[src/rtl/sbr_pkg.sv]
package sbr_pkg;
    localparam logic [11:0] SBR_CTRL_ADDR = 12'h0EC;
    localparam logic [11:0] SBR_DATA_ADDR = 12'h0F4;

    localparam int SBR_BUSY_BIT = 31;
    localparam int SBR_ERR_BIT  = 30;
    localparam int SBR_TYPE_HI  = 29;
    localparam int SBR_TYPE_LO  = 28;

    typedef enum logic [1:0] {
        OP_NONE0 = 2'd0,
        OP_NONE1 = 2'd1,
        OP_READ  = 2'd2,
        OP_WRITE = 2'd3
    } sbr_op_e;

    typedef enum logic [1:0] {
        ST_IDLE  = 2'd0,
        ST_WAIT  = 2'd1,
        ST_ABORT = 2'd2
    } sbr_state_e;
endpackage

[src/rtl/sbr_host_regs.sv]
module sbr_host_regs
    import sbr_pkg::*;
#(
    parameter int HADDR_W = 12,
    parameter int DATA_W  = 32,
    parameter int OFS_W   = 16
) (
    input  logic               clk,
    input  logic               rst_n,
    input  logic               host_wr,
    input  logic               host_rd,
    input  logic [HADDR_W-1:0] host_addr,
    input  logic [DATA_W-1:0]  host_wdata,
    output logic [DATA_W-1:0]  host_rdata,
    input  logic               busy,
    input  logic               rd_done,
    input  logic [DATA_W-1:0]  rd_value,
    input  logic               abort,
    output logic               launch,
    output logic               launch_we,
    output logic [OFS_W-1:0]   launch_ofs,
    output logic [DATA_W-1:0]  data_q
);
    localparam int PAD_W = DATA_W - 4 - OFS_W;

    logic [OFS_W-1:0] ofs_q;
    sbr_op_e          type_q;
    logic             err_q;
    logic             sel_ctrl;
    logic             sel_data;
    logic             wr_ctrl;
    logic             wr_data;
    logic [DATA_W-1:0] ctrl_view;

    assign sel_ctrl = (host_addr == HADDR_W'(SBR_CTRL_ADDR));
    assign sel_data = (host_addr == HADDR_W'(SBR_DATA_ADDR));
    assign wr_ctrl  = host_wr && sel_ctrl && !busy;
    assign wr_data  = host_wr && sel_data && !busy;

    assign launch     = wr_ctrl && host_wdata[SBR_TYPE_HI];
    assign launch_we  = host_wdata[SBR_TYPE_LO];
    assign launch_ofs = host_wdata[OFS_W-1:0];

    always_ff @(posedge clk) begin
        if (!rst_n) begin
            ofs_q  <= '0;
            type_q <= OP_NONE0;
        end else if (wr_ctrl) begin
            ofs_q  <= host_wdata[OFS_W-1:0];
            type_q <= sbr_op_e'(host_wdata[SBR_TYPE_HI:SBR_TYPE_LO]);
        end
    end

    always_ff @(posedge clk) begin
        if (!rst_n) begin
            err_q <= 1'b0;
        end else if (abort) begin
            err_q <= 1'b1;
        end else if (launch) begin
            err_q <= 1'b0;
        end
    end

    always_ff @(posedge clk) begin
        if (!rst_n) begin
            data_q <= '0;
        end else if (abort) begin
            data_q <= '1;
        end else if (rd_done) begin
            data_q <= rd_value;
        end else if (wr_data) begin
            data_q <= host_wdata;
        end
    end

    assign ctrl_view = {busy, err_q, type_q, {PAD_W{1'b0}}, ofs_q};

    always_comb begin
        host_rdata = '0;
        if (host_rd && sel_ctrl) begin
            host_rdata = ctrl_view;
        end else if (host_rd && sel_data) begin
            host_rdata = data_q;
        end
    end


    ctrl_hold_chk: assert property (@(posedge clk) disable iff (!rst_n)
        (host_wr && sel_ctrl && busy) |=> ($stable(ofs_q) && $stable(type_q)));


    err_data_chk: assert property (@(posedge clk) disable iff (!rst_n)
        $rose(err_q) |-> (data_q == '1));


    err_clear_chk: assert property (@(posedge clk) disable iff (!rst_n)
        (launch && !abort) |=> !err_q);
endmodule

[src/rtl/sbr_seq.sv]
module sbr_seq
    import sbr_pkg::*;
#(
    parameter int DATA_W  = 32,
    parameter int OFS_W   = 16,
    parameter int TIMEOUT = 64
) (
    input  logic              clk,
    input  logic              rst_n,
    input  logic              launch,
    input  logic              launch_we,
    input  logic [OFS_W-1:0]  launch_ofs,
    input  logic [DATA_W-1:0] launch_data,
    input  logic              bus_ack,
    output logic              busy,
    output logic              rd_done,
    output logic              abort,
    output logic              bus_req,
    output logic              bus_we,
    output logic [OFS_W-1:0]  bus_addr,
    output logic [DATA_W-1:0] bus_wdata
);
    localparam int CNT_W = (TIMEOUT > 1) ? $clog2(TIMEOUT) : 1;
    localparam logic [CNT_W-1:0] CNT_LAST = CNT_W'(TIMEOUT - 1);

    sbr_state_e       state;
    sbr_state_e       nxt;
    logic [CNT_W-1:0] cnt;
    logic             limit_hit;
    logic             we_q;
    logic [OFS_W-1:0] addr_q;
    logic [DATA_W-1:0] wdata_q;

    assign limit_hit = (cnt == CNT_LAST);

    always_ff @(posedge clk) begin
        if (!rst_n) begin
            state <= ST_IDLE;
        end else begin
            state <= nxt;
        end
    end

    always_comb begin
        nxt = state;
        unique case (state)
            ST_IDLE: begin
                if (launch) nxt = ST_WAIT;
            end
            ST_WAIT: begin
                if (bus_ack)        nxt = ST_IDLE;
                else if (limit_hit) nxt = ST_ABORT;
            end
            ST_ABORT: begin
                nxt = ST_IDLE;
            end
            default: nxt = ST_IDLE;
        endcase
    end

    always_ff @(posedge clk) begin
        if (!rst_n) begin
            we_q    <= 1'b0;
            addr_q  <= '0;
            wdata_q <= '0;
            cnt     <= '0;
        end else begin
            if (state == ST_IDLE && launch) begin
                we_q    <= launch_we;
                addr_q  <= launch_ofs;
                wdata_q <= launch_data;
            end
            if (state == ST_WAIT && !bus_ack && !limit_hit) begin
                cnt <= cnt + 1'b1;
            end else begin
                cnt <= '0;
            end
        end
    end

    always_comb begin
        bus_req   = 1'b0;
        busy      = 1'b0;
        rd_done   = 1'b0;
        abort     = 1'b0;
        bus_we    = we_q;
        bus_addr  = addr_q;
        bus_wdata = wdata_q;
        unique case (state)
            ST_IDLE: begin
            end
            ST_WAIT: begin
                bus_req = 1'b1;
                busy    = 1'b1;
                rd_done = bus_ack && !we_q;
            end
            ST_ABORT: begin
                busy  = 1'b1;
                abort = 1'b1;
            end
            default: begin
            end
        endcase
    end


    launch_req_chk: assert property (@(posedge clk) disable iff (!rst_n)
        (launch && !busy) |=> bus_req);


    addr_hold_chk: assert property (@(posedge clk) disable iff (!rst_n)
        (bus_req && $past(bus_req)) |-> ($stable(bus_addr) && $stable(bus_we)));


    req_end_chk: assert property (@(posedge clk) disable iff (!rst_n)
        $fell(bus_req) |-> ($past(bus_ack) || abort));


    cnt_bound_chk: assert property (@(posedge clk) disable iff (!rst_n)
        cnt <= CNT_LAST);
endmodule

[src/rtl/shreg_bridge.sv]
module shreg_bridge
    import sbr_pkg::*;
#(
    parameter int HADDR_W = 12,
    parameter int DATA_W  = 32,
    parameter int OFS_W   = 16,
    parameter int TIMEOUT = 64
) (
    input  logic               clk,
    input  logic               rst_n,
    input  logic               host_wr,
    input  logic               host_rd,
    input  logic [HADDR_W-1:0] host_addr,
    input  logic [DATA_W-1:0]  host_wdata,
    output logic [DATA_W-1:0]  host_rdata,
    output logic               bus_req,
    output logic               bus_we,
    output logic [OFS_W-1:0]   bus_addr,
    output logic [DATA_W-1:0]  bus_wdata,
    input  logic [DATA_W-1:0]  bus_rdata,
    input  logic               bus_ack
);
    logic              busy;
    logic              rd_done;
    logic              abort;
    logic              launch;
    logic              launch_we;
    logic [OFS_W-1:0]  launch_ofs;
    logic [DATA_W-1:0] data_q;

    sbr_host_regs #(
        .HADDR_W (HADDR_W),
        .DATA_W  (DATA_W),
        .OFS_W   (OFS_W)
    ) u_regs (
        .clk        (clk),
        .rst_n      (rst_n),
        .host_wr    (host_wr),
        .host_rd    (host_rd),
        .host_addr  (host_addr),
        .host_wdata (host_wdata),
        .host_rdata (host_rdata),
        .busy       (busy),
        .rd_done    (rd_done),
        .rd_value   (bus_rdata),
        .abort      (abort),
        .launch     (launch),
        .launch_we  (launch_we),
        .launch_ofs (launch_ofs),
        .data_q     (data_q)
    );

    sbr_seq #(
        .DATA_W  (DATA_W),
        .OFS_W   (OFS_W),
        .TIMEOUT (TIMEOUT)
    ) u_seq (
        .clk         (clk),
        .rst_n       (rst_n),
        .launch      (launch),
        .launch_we   (launch_we),
        .launch_ofs  (launch_ofs),
        .launch_data (data_q),
        .bus_ack     (bus_ack),
        .busy        (busy),
        .rd_done     (rd_done),
        .abort       (abort),
        .bus_req     (bus_req),
        .bus_we      (bus_we),
        .bus_addr    (bus_addr),
        .bus_wdata   (bus_wdata)
    );


    reset_idle_chk: assert property (@(posedge clk)
        !rst_n |=> !bus_req);
endmodule

[config.mk]
export PLATFORM = sky130hd
export DESIGN_NAME = shreg_bridge
export DESIGN_NICKNAME = d
export VERILOG_FILES = /design/src/rtl/sbr_pkg.sv /design/src/rtl/sbr_host_regs.sv /design/src/rtl/sbr_seq.sv /design/src/rtl/shreg_bridge.sv
export SDC_FILE = /design/constraint.sdc
export NUM_CORES = 1
export LEC_CHECK = 0
export BUFFER_PORTS_ARGS = -buffer_cell sky130_fd_sc_hd__clkbuf_2
export CORE_MARGIN = 5
export CORE_UTILIZATION = 50
export DETAILED_ROUTE_END_ITERATION = 8
export PLACE_DENSITY = 0.8
export SLEW_MARGIN = 5
export SYNTH_ARGS = -nofsm -noshare
export SYNTH_HDL_FRONTEND = slang
export SYNTH_HIERARCHICAL = 1
export SYNTH_SLANG_ARGS = --single-unit
[constraint.sdc]
create_clock -name clk -period 2.6 [get_ports clk]
set_input_delay 0 -clock clk [delete_from_list [all_inputs] [get_ports clk]]
set_output_delay 0 -clock clk [all_outputs]
set_load 0.02 [all_outputs]
Yosys cells after proc, flatten, opt, wreduce, memory -nomap -nowiden
Cells that the tools add are included.
Widths: inputs -> output; s select.
{"block": "op_classes", "n_mul": 0, "n_bitwise": 0, "n_eq_ne": 7, "n_reduce_logical": 21, "add_sub_neg": 1, "n_lt_le_gt_ge": 0, "div": 0, "shifts": 0, "mux": 15}
{"cell": "$mux 32", "count": 5}
{"cell": "$eq 12x8->1 const B", "count": 2}
{"cell": "$logic_and 1x1->1", "count": 11}
{"cell": "$add 6x1->6 const B", "count": 1}
{"cell": "$eq 6x6->1 const B", "count": 1}
{"cell": "$mux 1", "count": 6}
{"cell": "$mux 2", "count": 3}
{"cell": "$logic_not 1->1", "count": 4}
{"cell": "$pmux 2 s2", "count": 1}
{"cell": "$reduce_and 2->1", "count": 2}
{"cell": "$ne 3x2->1 const B", "count": 1}
{"cell": "$reduce_bool 3->1", "count": 1}
{"cell": "$eq 2x1->1 const B", "count": 1}
{"cell": "$eq 2x2->1 const B", "count": 1}
{"cell": "$logic_not 2->1", "count": 1}
{"cell": "$ne 2x1->1 const B", "count": 1}
{"cell": "$reduce_bool 2->1", "count": 1}
{"cell": "$reduce_or 2->1", "count": 1}
{"block": "totals", "ram_bits": 0, "regBits": 108, "latchBits": 0, "mem_bits_ro": 0, "in_bits": 81, "mem_count": 0, "out_inout_bits": 82, "elab_cells": 53}

Longest topological paths before layout
{"block": "logic_depth", "depth_word": 8, "ltp_mapped": 11, "ltp_nobuf": 8}

Cells and area by module
Netlist, hierarchy kept.
{"module": "sbr_host_regs", "cells_per_inst": 265, "seq_area_each_um2": 1021.0, "n_inst": 1, "area_per_inst_um2": 2533.7}
{"module": "sbr_seq", "cells_per_inst": 258, "seq_area_each_um2": 1141.1, "n_inst": 1, "area_per_inst_um2": 2273.4}

Worst setup path after synthesis
OpenSTA, ideal clock, no wires.
{"block": "synth_timing", "kind": "reg-to-reg", "start": "register u_seq.state[0]", "end": "register u_seq.wdata_q[16], in the netlist u_seq/bus_wdata[16]", "t_required_ns": 2.534, "t_arrival_ns": 1.837, "path_stages_with_launch": 12, "n_path_buf": 3, "path_slack_ns": 0.697, "period_less_slack_ns": 1.903, "setup_time_ns": 0.066, "path_cell_list": "dfxtp_1 inv_1 ha_1 and4bb_2 nand2_1 nor2_1 and2_1 buf_6 buf_12 buf_8 nand2_1 a21boi_2"}
{"block": "synth_via", "elab_chain_len": 7, "word_cells_on_any_way": 9, "cone_classes": "eq/ne (2); mux (1); reduce/logical (6)"}
{"item": "start: declaration", "line": "sbr_seq.sv:26", "rtl": "sbr_state_e state;"}
{"item": "start signal: assignment", "line": "sbr_seq.sv:40", "rtl": "state <= nxt;"}
{"item": "$eq 2x2->1 / $eq 2x1->1 (equally long branches)", "line": "sbr_seq.sv:89", "rtl": "unique case (state)"}
{"item": "$reduce_or 2->1 (no source line) (*)"}
{"item": "$mux 1 (*)", "line": "sbr_seq.sv:89"}
{"item": "named net busy", "line": "shreg_bridge.sv:23", "rtl": "logic busy;"}
{"item": "$logic_not 1->1 (*)", "line": "sbr_host_regs.sv:37", "rtl": "assign wr_ctrl = host_wr && sel_ctrl && !busy;"}
{"item": "$logic_and 1x1->1 (*)", "line": "sbr_host_regs.sv:37"}
{"item": "$logic_and 1x1->1 (*)", "line": "sbr_host_regs.sv:40", "rtl": "assign launch = wr_ctrl && host_wdata[SBR_TYPE_HI];"}
{"item": "named net launch", "line": "shreg_bridge.sv:26", "rtl": "logic launch;"}
{"item": "$logic_and 1x1->1 (*)", "line": "sbr_seq.sv:68", "rtl": "if (state == ST_IDLE && launch) begin"}
{"item": "end signal: assignment", "line": "sbr_seq.sv:71", "rtl": "wdata_q <= launch_data;"}
{"item": "end: declaration", "line": "sbr_seq.sv:32", "rtl": "logic [DATA_W-1:0] wdata_q;"}
Mark *: on every way through the listed nets, which the timed path passes. The rest lies on a longest branch.
A chain may end at the register's enable or synchronous reset.

Final worst setup path
{"block": "layout_timing", "start": "register u_seq.state[1]", "end": "register u_regs.data_q[30]"}
{"block": "layout_via", "elab_chain_len": 6, "word_cells_on_any_way": 11, "cone_classes": "eq/ne (2); mux (5); reduce/logical (4)"}
{"item": "$eq 2x2->1 / $eq 2x1->1 (equally long branches)", "line": "sbr_seq.sv:89"}
{"item": "$reduce_or 2->1 (no source line) (*)"}
{"item": "$mux 1 (*)", "line": "sbr_seq.sv:89"}
{"item": "named net busy", "line": "shreg_bridge.sv:23"}
{"item": "$logic_not 1->1 (*)", "line": "sbr_host_regs.sv:38", "rtl": "assign wr_data = host_wr && sel_data && !busy;"}
{"item": "$logic_and 1x1->1 (*)", "line": "sbr_host_regs.sv:38"}
{"item": "$reduce_bool 3->1 (no source line) (*)"}
{"item": "end signal: assignment", "line": "sbr_host_regs.sv:70", "rtl": "data_q <= rd_value;"}
{"item": "end signal: assignment", "line": "sbr_host_regs.sv:72", "rtl": "data_q <= host_wdata;"}
{"item": "end: declaration", "line": "sbr_host_regs.sv:22", "rtl": "output logic [DATA_W-1:0] data_q"}
Marks and branches as above.

==> qor.csv <==
metric,value,unit
Worst slew margin,0.589,
initial antenna violation count,0,
r2r worst-path depth,8,
Slew @ Worst Pin,0.617,ns
Worst Skew,0.0129,ns
worst hold start,bus_rdata[18],
Tmin final,2.44,ns
Worst path slowest cell,dlygate4sd3_1,
reg-to-reg setup timing slack,0.16,ns
area grow syn2layout,30.0,%
max incr delay on CP,0.55,ns
P_leak,0.00255,uW
RSZ-0062 raised after global routing,no,
cell area after synthesis,4810,um2
drt drc,0,
layout cells sized above 1,0.306,
total congestion overflow,0,
WL/cell,16.8,um
H-tree depth,3,
hold depth,3,
crit path cell chain,"inv_1, ha_1, nor2b_1, and4_1, nand4b_1, buf_4, o221a_2, dlygate4sd3_1",
CP required,2.86,ns
Fin Setup TNS,0,ns
final instance area,6250,um2
clk_lat worst skew,0.36,ns
vias,4479,
Setup-failing EPs final,0,
Hold/Removal Path Class,in -> reg,
I/O Buffers,162,
"Async S/R FF share, synth",0,
Fin. Hold Viols,0,
1st-iter DRT viols,161,
crit path kind,reg -> reg,
DP HPWL,9690,um
Synth cell types,41,
hold_ws,0.0112,ns
Core Area,9330,um2
die width,108,um
RD Place Congestion,0.812,
chip height,108,um
"Top FF cell, synth",dfxtp_1,
Mapped Cells,523,
f_max,0.409,GHz
Syn Area/Cell,9.19,um2
die area,11700,um2
"commonest non-fill, non-tap cell in the layout",clkbuf_2,
YS warnings,6,
clk slew on worst S/H paths,0.10,ns
CP Launch Type,flip-flop,
reg2reg end,u_regs/data_q[30],
vias in the first global route,4630,
DP Area,5600,um2
Vias/cell,5.35,
Power per Cell Area,462,nW/um2
status,completed,
first-pass GRT wire length,22500,um
Tot Pwr,2880,uW
final count of pins violating max slew,0,
TritonCTS clock tree,done,
maximum VDD drop,0.314,mV
worst path arrival time,2.70,ns
Worst Setup End Kind,flip-flop,
Layout Cells excl Fill,837,
Mapped Nets,609,
maximum root-to-sink buffer count,2,
"commonest cells after routing, fill and taps aside","clkbuf_2, nand2_1, dfxtp_1",
FP Rows,35,
Max Cap Viol,0,
Hold Path Sink,u_regs/data_q[18],
sequential area share after synthesis,0.450,
CTS buffer count,9,
Yosys reg bits,108,
clk root buf,clkbuf_8,
final worst-path cycle share,0.940,
Fillers,755,
gr usage total,0.241,
largest net degree at the start of global routing,46,
Critical R2R Launch,u_seq/state[1],
ANT nets after route,0,
Starting Density,0.515,
Detailed Route WL,14100,um
"EDFF count, synth",0,
antenna cells,0,
TritonRoute pass-1 iters,4,
number of clock sinks,108,
placed cells,776,
final net count,789,
I/O pins,163,
critical-path maximum fanout,14,
-- sequential cells by signal, summed over array words and instances, names as in the netlist --
register / flops
u_seq/bus_addr: 16
u_seq/bus_wdata: 32
u_regs/type_q: 2
u_seq/bus_we: 1
u_seq/state: 2
u_seq/cnt: 6
u_regs/ofs_q: 16
u_regs/data_q: 32
u_regs/err_q: 1
-- kinds of logic (layout without fill, tap and decap cells) --
family                   after synthesis  in the layout  synth area share
AND/OR/NAND/NOR                      192            192             0.178
AO/OA/AOI/OAI                        153            153             0.277
flip-flops                           108            108             0.450
buffers and inverters                 60            245            0.0729
adder cells (fa/ha/maj)                5              5            0.0130
XOR/XNOR                               4              4           0.00729
multiplexers                           1              1           0.00208
-- worst max-delay path, delay by kind of cell, from the launching register on --
kind | cells | cell delay, ns
DFF | 1 | 0.39
adders and majority gates | 1 | 0.33
and+or+nand+nor | 3 | 0.46
AOI/OAI and AO/OA | 1 | 0.28
buffers and inverters | 3 | 0.88
-- Yosys cell counts (5+ instances only) --
master	n	area share
a21boi_0	23	0.036
a21boi_1	34	0.053
a21boi_2	10	0.023
a22o_1	21	0.038
and2_1	14	0.018
buf_2	12	0.012
buf_4	18	0.028
clkbuf_1	23	0.018
dfxtp_1	108	0.45
ha_1	5	0.013
nand2_1	142	0.11
nor2_1	12	0.0094
o21a_1	31	0.048
o221a_1	30	0.070
-- report_power, final --
part           leakage (uW)  switching (uW)  internal (uW)
Combinational       0.00158            79.7            120
Sequential         0.000869            1.48           1650
Clock             0.0000960             579            449
Total               0.00255             660           2220
-- worst max-delay path by stage --
| stage | start | to | slack, ns | cells after the start |
|---|---|---|---|---|
| after floorplan | u_seq/state[0] | u_seq/bus_wdata[16] | 0.70 | 11 |
| after detailed placement | u_seq/state[1] | u_seq/bus_wdata[30] | 0.42 | 9 |
| after global placement | u_seq/state[0] | u_regs/data_q[6] | 0.52 | 7 |
| after CTS | u_seq/state[1] | u_regs/data_q[30] | 0.12 | 7 |
| after global routing | u_seq/state[1] | u_regs/data_q[30] | 0.04 | 8 |
| final | u_seq/state[1] | u_regs/data_q[30] | 0.16 | 8 |
-- metal layers --
metal | GRT usage | part of all wire | vias up
met3 | 0.0567 | 0.073 | 28
li1 | - | - | 2160
met5 | 0 | 0 | -
met4 | 0.0730 | 0.019 | 0
met2 | 0.428 | 0.49 | 191
met1 | 0.288 | 0.42 | 2100
-- metrics by stage --
stage,util,setup slack (ns)
after floorplan,-,0.697
after global placement,0.600,0.519
after detailed placement,0.600,0.417
after CTS,0.669,0.115
after global routing,0.670,0.0437
final,0.670,0.155
-- cell type report --
type,count,area (um2),share of cell area
clock inverter,7,72.6,0.0116
inverter,3,11.3,0.00180
multi-input combinational,355,2310,0.370
clock buffer,9,124,0.0198
timing repair buffer,226,1400,0.225
tap,129,161,0.0258
sequential,108,2160,0.346
-- timing repair --
action | 4_1_cts | 5_1_grt
resized for setup | 0 | 1
hold buffers | 45 | 0
endpoints found under the hold margin | 70 | 0
buffers inserted | 0 | 0
setup endpoints to repair | 0 | 6
Power figures use the tool's default switching activity.
